[src/rtl/mbox_pkg.sv]
package mbox_pkg;

    // control byte bit positions (software decodes these)
    localparam int CTL_RECV = 7;
    localparam int CTL_MASK = 1;
    localparam int CTL_SEND = 0;

    localparam int SIDE_MGMT = 0;
    localparam int SIDE_HOST = 1;

    function automatic logic [7:0] ctl_byte(input logic recv, input logic mask);
        logic [7:0] b;
        b           = '0;
        b[CTL_RECV] = recv;
        b[CTL_MASK] = mask;
        return b;
    endfunction

endpackage

[src/rtl/mbox_decode.sv]
module mbox_decode #(
    parameter int NREG  = 16,
    parameter int NBANK = 2,
    parameter int AW    = 7,
    parameter int SIDE  = 0
) (
    input  logic             sel_i,
    input  logic             wr_i,
    input  logic [AW-1:0]    addr_i,
    output logic [NREG-1:0]  data_we_o,
    output logic [NBANK-1:0] stat_we_o,
    output logic [NBANK-1:0] ien_we_o,
    output logic             ctl_we_o
);
    localparam int IW       = AW - 2;
    localparam int STAT_IDX = NREG;
    localparam int CTL_IDX  = NREG + NBANK;
    localparam int IEN_IDX  = NREG + NBANK + 2;

    logic [IW-1:0] idx;
    logic          wen;

    assign idx = addr_i[AW-1:2];
    assign wen = sel_i & wr_i;

    always_comb begin
        for (int i = 0; i < NREG; i++) begin
            data_we_o[i] = wen && (idx == IW'(i));
        end
        for (int b = 0; b < NBANK; b++) begin
            stat_we_o[b] = wen && (idx == IW'(STAT_IDX + b));
            ien_we_o[b]  = wen && (idx == IW'(IEN_IDX + b));
        end
        // only this side's own control word is writable from here
        ctl_we_o = wen && (idx == IW'(CTL_IDX + SIDE));
    end

endmodule

[src/rtl/mbox_data.sv]
module mbox_data #(
    parameter int NREG = 16
) (
    input  logic                 clk_i,
    input  logic                 rst_ni,
    input  logic [NREG-1:0]      m_we_i,
    input  logic [7:0]           m_wdata_i,
    input  logic [NREG-1:0]      h_we_i,
    input  logic [7:0]           h_wdata_i,
    output logic [NREG-1:0][7:0] data_o
);
    logic [NREG-1:0][7:0] mem_d, mem_q;

    always_comb begin
        mem_d = mem_q;
        for (int i = 0; i < NREG; i++) begin
            if (h_we_i[i]) mem_d[i] = h_wdata_i;
            // management side applied last: it wins a collision
            if (m_we_i[i]) mem_d[i] = m_wdata_i;
        end
    end

    always_ff @(posedge clk_i) begin
        if (!rst_ni) mem_q <= '0;
        else         mem_q <= mem_d;
    end

    assign data_o = mem_q;

endmodule

[src/rtl/mbox_side.sv]
module mbox_side #(
    parameter int NREG  = 16,
    parameter int NBANK = 2
) (
    input  logic             clk_i,
    input  logic             rst_ni,
    input  logic             ctl_we_i,
    input  logic [NBANK-1:0] stat_we_i,
    input  logic [NBANK-1:0] ien_we_i,
    input  logic [7:0]       wdata_i,
    input  logic             peer_send_i,
    input  logic [NREG-1:0]  stat_set_i,
    output logic             send_o,
    output logic             recv_o,
    output logic             mask_o,
    output logic [NREG-1:0]  stat_o,
    output logic [NREG-1:0]  ien_o,
    output logic             irq_o
);
    import mbox_pkg::*;

    typedef struct packed {
        logic            recv;
        logic            mask;
        logic [NREG-1:0] stat;
        logic [NREG-1:0] ien;
    } side_st_t;

    side_st_t st_d, st_q;

    always_comb begin
        st_d = st_q;
        // control write: clear-on-one flag, mask follows the written bit
        if (ctl_we_i) begin
            if (wdata_i[CTL_RECV]) st_d.recv = 1'b0;
            st_d.mask = wdata_i[CTL_MASK];
        end
        // a doorbell from the peer overrides a same-cycle clear
        if (peer_send_i) st_d.recv = 1'b1;
        for (int b = 0; b < NBANK; b++) begin
            if (stat_we_i[b]) st_d.stat[b*8 +: 8] = st_q.stat[b*8 +: 8] & ~wdata_i;
            if (ien_we_i[b])  st_d.ien[b*8 +: 8]  = wdata_i;
        end
        // set after clear: a peer data write is never lost
        st_d.stat = st_d.stat | stat_set_i;
    end

    always_ff @(posedge clk_i) begin
        if (!rst_ni) st_q <= '0;
        else         st_q <= st_d;
    end

    assign send_o = ctl_we_i & wdata_i[CTL_SEND];
    assign recv_o = st_q.recv;
    assign mask_o = st_q.mask;
    assign stat_o = st_q.stat;
    assign ien_o  = st_q.ien;
    assign irq_o  = (st_q.recv & ~st_q.mask) | (|(st_q.stat & st_q.ien));

endmodule

[src/rtl/byte_mailbox.sv]
module byte_mailbox #(
    parameter  int NREG  = 16,
    localparam int NBANK = NREG / 8,
    localparam int AW    = $clog2((NREG + 2 * NBANK + 2) * 4)
) (
    input  logic          clk_i,
    input  logic          rst_ni,
    input  logic          m_sel_i,
    input  logic          m_wr_i,
    input  logic [AW-1:0] m_addr_i,
    input  logic [7:0]    m_wdata_i,
    output logic [31:0]   m_rdata_o,
    output logic          m_irq_o,
    input  logic          h_sel_i,
    input  logic          h_wr_i,
    input  logic [AW-1:0] h_addr_i,
    input  logic [7:0]    h_wdata_i,
    output logic [31:0]   h_rdata_o,
    output logic          h_irq_o
);
    import mbox_pkg::*;

    localparam int IW       = AW - 2;
    localparam int DW       = $clog2(NREG);
    localparam int STAT_IDX = NREG;
    localparam int CTL_IDX  = NREG + NBANK;
    localparam int IEN_IDX  = NREG + NBANK + 2;

    logic [1:0]                 sel_w, wr_w;
    logic [1:0][AW-1:0]         addr_w;
    logic [1:0][7:0]            wdata_w, rdata_w;
    logic [1:0][NREG-1:0]       data_we_w, stat_w, ien_w;
    logic [1:0][NBANK-1:0]      stat_we_w, ien_we_w;
    logic [1:0]                 ctl_we_w, send_w, recv_w, mask_w, irq_w;
    logic [NREG-1:0][7:0]       data_w;

    assign sel_w   = {h_sel_i, m_sel_i};
    assign wr_w    = {h_wr_i, m_wr_i};
    assign addr_w  = {h_addr_i, m_addr_i};
    assign wdata_w = {h_wdata_i, m_wdata_i};

    mbox_data #(.NREG(NREG)) u_data (
        .clk_i     (clk_i),
        .rst_ni    (rst_ni),
        .m_we_i    (data_we_w[SIDE_MGMT]),
        .m_wdata_i (m_wdata_i),
        .h_we_i    (data_we_w[SIDE_HOST]),
        .h_wdata_i (h_wdata_i),
        .data_o    (data_w)
    );

    for (genvar s = 0; s < 2; s++) begin : g_side
        logic [IW-1:0] idx;

        mbox_decode #(.NREG(NREG), .NBANK(NBANK), .AW(AW), .SIDE(s)) u_dec (
            .sel_i     (sel_w[s]),
            .wr_i      (wr_w[s]),
            .addr_i    (addr_w[s]),
            .data_we_o (data_we_w[s]),
            .stat_we_o (stat_we_w[s]),
            .ien_we_o  (ien_we_w[s]),
            .ctl_we_o  (ctl_we_w[s])
        );

        mbox_side #(.NREG(NREG), .NBANK(NBANK)) u_side (
            .clk_i       (clk_i),
            .rst_ni      (rst_ni),
            .ctl_we_i    (ctl_we_w[s]),
            .stat_we_i   (stat_we_w[s]),
            .ien_we_i    (ien_we_w[s]),
            .wdata_i     (wdata_w[s]),
            .peer_send_i (send_w[1-s]),
            .stat_set_i  (data_we_w[1-s]),
            .send_o      (send_w[s]),
            .recv_o      (recv_w[s]),
            .mask_o      (mask_w[s]),
            .stat_o      (stat_w[s]),
            .ien_o       (ien_w[s]),
            .irq_o       (irq_w[s])
        );

        assign idx = addr_w[s][AW-1:2];

        always_comb begin
            rdata_w[s] = '0;
            if (sel_w[s]) begin
                if (idx < IW'(NREG)) rdata_w[s] = data_w[idx[DW-1:0]];
                for (int b = 0; b < NBANK; b++) begin
                    if (idx == IW'(STAT_IDX + b)) rdata_w[s] = stat_w[s][b*8 +: 8];
                    if (idx == IW'(IEN_IDX + b))  rdata_w[s] = ien_w[s][b*8 +: 8];
                end
                if (idx == IW'(CTL_IDX))     rdata_w[s] = ctl_byte(recv_w[SIDE_MGMT], mask_w[SIDE_MGMT]);
                if (idx == IW'(CTL_IDX + 1)) rdata_w[s] = ctl_byte(recv_w[SIDE_HOST], mask_w[SIDE_HOST]);
            end
        end
    end

    assign m_rdata_o = {24'b0, rdata_w[SIDE_MGMT]};
    assign h_rdata_o = {24'b0, rdata_w[SIDE_HOST]};
    assign m_irq_o   = irq_w[SIDE_MGMT];
    assign h_irq_o   = irq_w[SIDE_HOST];

endmodule

[config.mk]
export PLATFORM = sky130hd
export DESIGN_NAME = byte_mailbox
export DESIGN_NICKNAME = d
export VERILOG_FILES = /design/src/rtl/mbox_pkg.sv /design/src/rtl/mbox_decode.sv /design/src/rtl/mbox_data.sv /design/src/rtl/mbox_side.sv /design/src/rtl/byte_mailbox.sv
export SDC_FILE = /design/constraint.sdc
export NUM_CORES = 1
export LEC_CHECK = 0
export ABC_AREA = 1
export BUFFER_PORTS_ARGS = -buffer_cell sky130_fd_sc_hd__buf_2
export CORE_MARGIN = 2
export CORE_UTILIZATION = 40
export DETAILED_ROUTE_END_ITERATION = 10
export HOLD_SLACK_MARGIN = 0.06
export PLACE_DENSITY = 0.63
export RECOVER_POWER = 100
export SYNTH_ARGS = -nofsm -noshare
export SYNTH_HDL_FRONTEND = slang
export SYNTH_SLANG_ARGS = --single-unit
[constraint.sdc]
create_clock -name clk_i -period 1.4 [get_ports clk_i]
set_clock_uncertainty 0.1 [all_clocks]
set_input_delay 0 -clock clk_i [delete_from_list [all_inputs] [get_ports clk_i]]
set_output_delay 0 -clock clk_i [all_outputs]
set_load 0.02 [all_outputs]
Word level (Yosys, flattened, before mapping)
Index checks and enable logic that the tools add are counted.
- word-level logic and storage cells: 222
- flip-flop bits (word level): 196
- bitwise gates (word level): 20
- reductions and logical operators: 68
- magnitude comparators: 4
- mux-type cells: 62
- equality and inequality tests: 42
- operators with widths (operator ; count):
    8-bit two-way mux ; 54
    5-bit by 4-bit equality test with 1-bit output (second input constant) ; 16
    8-bit binary-select mux with 4-bit select ; 2
    5-bit equality test (second input constant) ; 12
    1-bit logical AND ; 42
    5-bit by 3-bit equality test with 1-bit output (second input constant) ; 8
    2-bit nonzero test ; 20
    16-bit AND ; 2
    8-bit AND ; 4
    16-bit OR ; 2
    16-bit OR reduction ; 2
    5-bit by 2-bit equality test with 1-bit output (second input constant) ; 4
    8-bit inverter ; 2
    5-bit by 1-bit equality test with 1-bit output (second input constant) ; 2
    5-bit logical NOT ; 2
    4-bit by 5-bit less-than comparator with 1-bit output (second input constant) ; 2
    5-bit less-than comparator (second input constant) ; 2
    1-bit AND ; 6
    1-bit two-way mux ; 4
    2-bit two-way mux ; 2
    2-bit AND reduction ; 2
    1-bit inverter ; 2
    1-bit OR ; 2

Logic depth before layout (Yosys ltp)
- depth in word-level cells: 10
- mapped depth: 13
- mapped depth without buffers: 13

Hierarchy
From an unflattened synthesis, not the netlist that was laid out.
- cells, all modules: 2138
- area total of the unflattened synthesis: 12968.7 sq um
- by module, submodules not included (module ; sequential area each (sq um) ; cells each ; area an instance (sq um) ; times used):
    mbox_data ; 2562.5 ; 1007 ; 6462.4 ; 1
    byte_mailbox ; 0.0 ; 681 ; 3363.2 ; 1
    mbox_side ; 680.7 ; 168 ; 1336.3 ; 2
    mbox_decode at g_side[1].u_dec ; 0.0 ; 57 ; 246.5 ; 1
    mbox_decode at g_side[0].u_dec ; 0.0 ; 57 ; 224.0 ; 1

Worst setup path before layout
No wires, ideal clock.
- kind: input-to-output
- from: input port h_addr_i[3]
- to: output port h_rdata_o[6]
- stages on the path: 11
- slack: -187 ps
- arrival time: 1487 ps
- path through: buf_4 -> nor2_2 -> clkbuf_1 -> a22oi_1 -> nand2_1 -> nand2_1 -> nand2_1 -> o21ai_0 -> nand2_1 -> o21ai_0 -> a21oi_1
- word-level cells in the longest chain between the ends: 10
- RTL lines (element ; RTL line ; RTL):
    start, declared ; byte_mailbox.sv:16 ; input logic [AW-1:0] h_addr_i,
    8-bit binary-select mux with 4-bit select ; byte_mailbox.sv:87 ; if (idx < IW'(NREG)) rdata_w[s] = data_w[idx[DW-1:0]];
    8-bit two-way mux (not written as such) ; byte_mailbox.sv:87 ;
    8-bit two-way mux ; byte_mailbox.sv:87 ;
    8-bit two-way mux ; byte_mailbox.sv:89 ; if (idx == IW'(STAT_IDX + b)) rdata_w[s] = stat_w[s][b*8 +: 8];
    8-bit two-way mux ; byte_mailbox.sv:90 ; if (idx == IW'(IEN_IDX + b)) rdata_w[s] = ien_w[s][b*8 +: 8];
    8-bit two-way mux ; byte_mailbox.sv:89 ;
    8-bit two-way mux ; byte_mailbox.sv:90 ;
    8-bit two-way mux ; byte_mailbox.sv:92 ; if (idx == IW'(CTL_IDX)) rdata_w[s] = ctl_byte(recv_w[SIDE_MGMT], mask_w[SIDE_MGMT]);
    8-bit two-way mux (*) ; byte_mailbox.sv:93 ; if (idx == IW'(CTL_IDX + 1)) rdata_w[s] = ctl_byte(recv_w[SIDE_HOST], mask_w[SIDE_HOST]);
    8-bit two-way mux (*) ; byte_mailbox.sv:86 ; if (sel_w[s]) begin
    end, declared ; byte_mailbox.sv:18 ; output logic [31:0] h_rdata_o,
Mark *: on every way between the ends. The rest lies on a longest branch, timed or not. The select of a mux whose other input is x is not followed.

Worst setup path in the final report
- from: register u_data.mem_q, in the netlist u_data.data_o[69]
- to: output port h_rdata_o[5]
- word-level cells in the longest chain between the ends: 10
- RTL lines (element ; RTL line ; RTL):
    start, declared ; mbox_data.sv:12 ; logic [NREG-1:0][7:0] mem_d, mem_q;
    start signal, assigned ; mbox_data.sv:25 ; else mem_q <= mem_d;
    8-bit binary-select mux with 4-bit select ; byte_mailbox.sv:87 ;
    8-bit two-way mux (not written as such) ; byte_mailbox.sv:87 ;
    8-bit two-way mux ; byte_mailbox.sv:87 ;
    8-bit two-way mux ; byte_mailbox.sv:89 ;
    8-bit two-way mux ; byte_mailbox.sv:90 ;
    8-bit two-way mux ; byte_mailbox.sv:89 ;
    8-bit two-way mux ; byte_mailbox.sv:90 ;
    8-bit two-way mux ; byte_mailbox.sv:92 ;
    8-bit two-way mux ; byte_mailbox.sv:93 ;
    8-bit two-way mux ; byte_mailbox.sv:86 ;
No other way between the ends. The select of a mux whose other input is x is not followed.

==> flow_summary_export.csv <==
group,metric,value,unit
status,outcome,"complete, but fails checks",
status,violations,"negative setup slack",
timing,layout_min_cycle_time,2.10,ns
floorplan,row_count,62,
finish,finish.net_count,2085,
placed_design,place_ws,-0.705,ns
global_routing,pin_count_of_the_biggest_net_entering_global_routing,61,
drt,vias_per_cell,5.71,
clock_tree,clkSinkCount,196,
global_routing,grt_first_pass_wirelength,82400,um
timing,drv_slew,0,
synthesis,synth_edf_count,0,
synthesis,synth_warnings,0,
power_and_ir_drop,power.internal,9.19,mW
drt,final_antenna_net_count,0,
power_and_ir_drop,vdd.ir_drop.worst,0.000771,V
clock_tree,htree_levels,4,
power_and_ir_drop,static-leakage-power,7.65,nW
synthesis,synthMostInstantiatedCell,"sky130_fd_sc_hd__nand2_1",
global_routing,antenna_found_initial,2,
placed_design,place.gp.congestion,1.01,
timing,hold_viol,0,
worst_setup_path,criticalPathCategory,"reg2out",
min_path,min_path_type,"in2reg",
clock_tree,cts_max_path_buffers,2,
worst_setup_path,timing.critical_path.cells,"buf_6, a22oi_2, nand2_2, nand2_2, nand2_1, o21ai_1, buf_4, nand2_2, o21ai_2, a21oi_2, buf_4",
drt,initial_drc_count,1502,
synthesis,yosysUniqueCellTypes,36,
global_routing,overflow,0,
floorplan,die_y,174,um
drt,dr.pass1.iters,6,
worst_setup_path,start_kind,"register",
worst_setup_path,worst_ep_required_time,1.30,ns
synthesis,ys.flop_type,"sky130_fd_sc_hd__dfxtp_1",
synthesis,avgSynthCellArea,6.66,um2
worst_setup_path,path_max_fanout,2,
synthesis,syn-cell-area,0.0116,mm2
finish,areaGrowthSynthToFinish,44.1,%
drt,average_wire_per_cell_in_the_routed_design,23.0,um
synthesis,portion_of_synthesized_cell_area_occupied_by_the_leading_cell_type,33.9,%
synthesis,async_reset_ff_share,0,%
finish,diodes,0,
synthesis,synth_cells,1736,
synthesis,synth.cells.most_frequent,"sky130_fd_sc_hd__nand2_1 (336), sky130_fd_sc_hd__o21ai_0 (249), sky130_fd_sc_hd__inv_1 (233)",
placed_design,port-buffer-count,49,
worst_setup_path,timing.critical_path.arrival,2.00,ns
timing,final_critical_path_setup_slack,-0.699,ns
timing,timing_worst_slew_pin_value,0.599,ns
worst_setup_path,cp_slowest_stage_delay,0.33,ns
worst_setup_path,crit_path_frequent_cell,"sky130_fd_sc_hd__nand2_2",
floorplan,top_ports,102,
timing,grt_setup_unrepaired,"yes",
power_and_ir_drop,powerDensity,768,mW/mm2
global_routing,number_of_global_route_vias_before_repair,12900,
finish,n_fill_cell,2739,
clock_tree,clock_insertion_delay_worst_skew,0.46,ns
floorplan,floorplan.die.width,174,um
finish,final_layout_size_suffix_gt1_share,37.1,%
global_routing,gr-usage-all-layers,36.4,%
worst_setup_path,critPathCaptureType,"primary output",
power_and_ir_drop,switchingPower,3.61,mW
clock_tree,cts_root_buffer,"sky130_fd_sc_hd__clkbuf_16",
floorplan,fp.coreArea,0.0285,mm2
synthesis,yosysTopAreaCell,"sky130_fd_sc_hd__dfxtp_1",
synthesis,synth_seq_cells,196,
drt,vias,14000,
power_and_ir_drop,power_switching_share,28.2,%
power_and_ir_drop,power.share.sequential,44.3,%
timing,slew_headroom,60.0,%
worst_setup_path,worst_path_max_delay_cell,"sky130_fd_sc_hd__dfxtp_2",
synthesis,synth.top_cells.by_area,"sky130_fd_sc_hd__dfxtp_1 (34%), sky130_fd_sc_hd__nand2_1 (11%), sky130_fd_sc_hd__o21ai_0 (11%)",
flow_run,max_cap_viol_count,0,
power_and_ir_drop,combPwrFrac,14.7,%
drt,drt-total-wl,56200,um
timing,fin_setup_tns,-10.79,ns
power_and_ir_drop,design_power_total,12.8,mW
timing,period_share,150,%
clock_tree,numCtsBuffers,17,
timing,final-setup-viol-count,37,
timing,max_freq,0.476,GHz
synthesis,synth_seq_area_share,33.9,%
clock_tree,clock_tree_from_tritoncts,"yes",
clock_tree,worst_setup_hold_path_clk_slew,0.07,ns
placed_design,detailed_place_hpwl,40900,um
drt,drc,0,
power_and_ir_drop,clock_network_fraction_of_total_power,41.0,%
floorplan,design.die.area,0.0303,mm2
floorplan,start_util,40.5,%
## cells in the final DEF, fill, tap and decap left out, types with 6 or more instances in the layout
cell type,instances
sky130_fd_sc_hd__nand2_1,274
sky130_fd_sc_hd__buf_4,268
sky130_fd_sc_hd__inv_1,195
sky130_fd_sc_hd__o21ai_0,171
sky130_fd_sc_hd__a21oi_1,140
sky130_fd_sc_hd__dfxtp_1,114
sky130_fd_sc_hd__o211ai_1,100
sky130_fd_sc_hd__dfxtp_2,73
sky130_fd_sc_hd__nor2_1,65
sky130_fd_sc_hd__nand2_2,59
sky130_fd_sc_hd__conb_1,48
sky130_fd_sc_hd__a22oi_2,47
sky130_fd_sc_hd__inv_2,41
sky130_fd_sc_hd__buf_6,40
sky130_fd_sc_hd__o21ai_1,36
sky130_fd_sc_hd__o21ai_2,36
sky130_fd_sc_hd__o221ai_1,36
sky130_fd_sc_hd__buf_12,32
sky130_fd_sc_hd__buf_2,28
sky130_fd_sc_hd__nand3_1,26
sky130_fd_sc_hd__a22oi_1,20
sky130_fd_sc_hd__clkbuf_16,17
sky130_fd_sc_hd__dlygate4sd3_1,17
sky130_fd_sc_hd__nor2_4,16
sky130_fd_sc_hd__a21oi_2,15
sky130_fd_sc_hd__nor2_2,15
sky130_fd_sc_hd__inv_4,12
sky130_fd_sc_hd__o21ai_4,10
sky130_fd_sc_hd__clkinv_1,10
sky130_fd_sc_hd__o22ai_1,9
sky130_fd_sc_hd__dfxtp_4,9
sky130_fd_sc_hd__a22o_1,8
sky130_fd_sc_hd__nor3_1,7
sky130_fd_sc_hd__a221oi_1,6
## final cells by class
type / count / area (um2) / area share [%]
clock buffers: 23 / 478 / 2.87
clock inverters: 8 / 124 / 0.744
inverters: 261 / 1020 / 6.15
multi-input cells: 1184 / 7060 / 42.4
flip-flops and latches: 196 / 4050 / 24.3
well taps: 384 / 480 / 2.88
repair buffers: 389 / 3440 / 20.6
## critical path: cells and delay by family, from the launching register on
family | cells | cell delay (ns)
compound gates | 4 | 0.49
buf+inv | 3 | 0.40
flops | 1 | 0.33
simple gates | 4 | 0.31
## cells by family after synthesis
group                  count (synthesis)  synth area share, %
AO/OA/AOI/OAI                        658                 34.4
AND/OR/NAND/NOR                      477                 16.7
buffers and inverters                404                 14.9
other                                  1               0.0324
flip-flops                           196                 33.9
## metal layers
layer  vias up  part of all wire [%]  GRT usage (%)
li1       6442                     -              -
met1      6597                    42           49.7
met2       786                    44           56.2
met3       140                   9.5           6.21
met4         0                   4.8           16.6
met5         -                     0              0
## flip-flops by register name, summed over array words and instances, names as in the netlist
signal and cells:
g_side.u_side.recv_o 2, g_side.u_side.ien_o 32, u_data.data_o 128, g_side.u_side.stat_o 32, g_side.u_side.mask_o 2
## power by group through the flow
stage	Combinational [mW]	Sequential (mW)	Clock [mW]
floorplan	0.831	5.78	0
global placement	1.63	5.80	0
detailed placement	1.63	5.80	0
CTS	1.75	5.67	5.28
global route	1.95	5.67	5.49
finish	1.88	5.67	5.24
## worst paths after layout
path,startpoint,to,slack (ns),cells after the start
max,u_data.data_o[69],h_rdata_o[5],-0.70,11
min,h_addr_i[6],g_side[0].u_side.stat_o[9],0.08,5
max reg2reg,u_data.data_o[26],u_data.data_o[26],0.11,7
min reg2reg,u_data.data_o[31],u_data.data_o[31],0.39,2
## per-stage QoR
step           cell area (um2)  utilization (%)  instances  hold WS (ns)
2_1_floorplan            11900                -       1783        0.0432
3_3_place_gp             14500             50.8       2382         0.207
3_5_place_dp             14500             50.8       2382         0.201
4_1_cts                  16000             55.9       2435        0.0459
5_1_grt                  16700             58.3       2445        0.0957
6_report                 16700             58.3       2445        0.0827
## what timing repair did
action / 4_1_cts / 5_1_grt
gates cloned: 0 / 1
setup endpoints to repair: 34 / 114
hold buffers: 17 / 0
setup buffers: 10 / 15
pin swaps: 83 / 113
hold endpoints to repair: 156 / 0
gates resized for setup: 262 / 232
(Power assumes the default switching activity.)
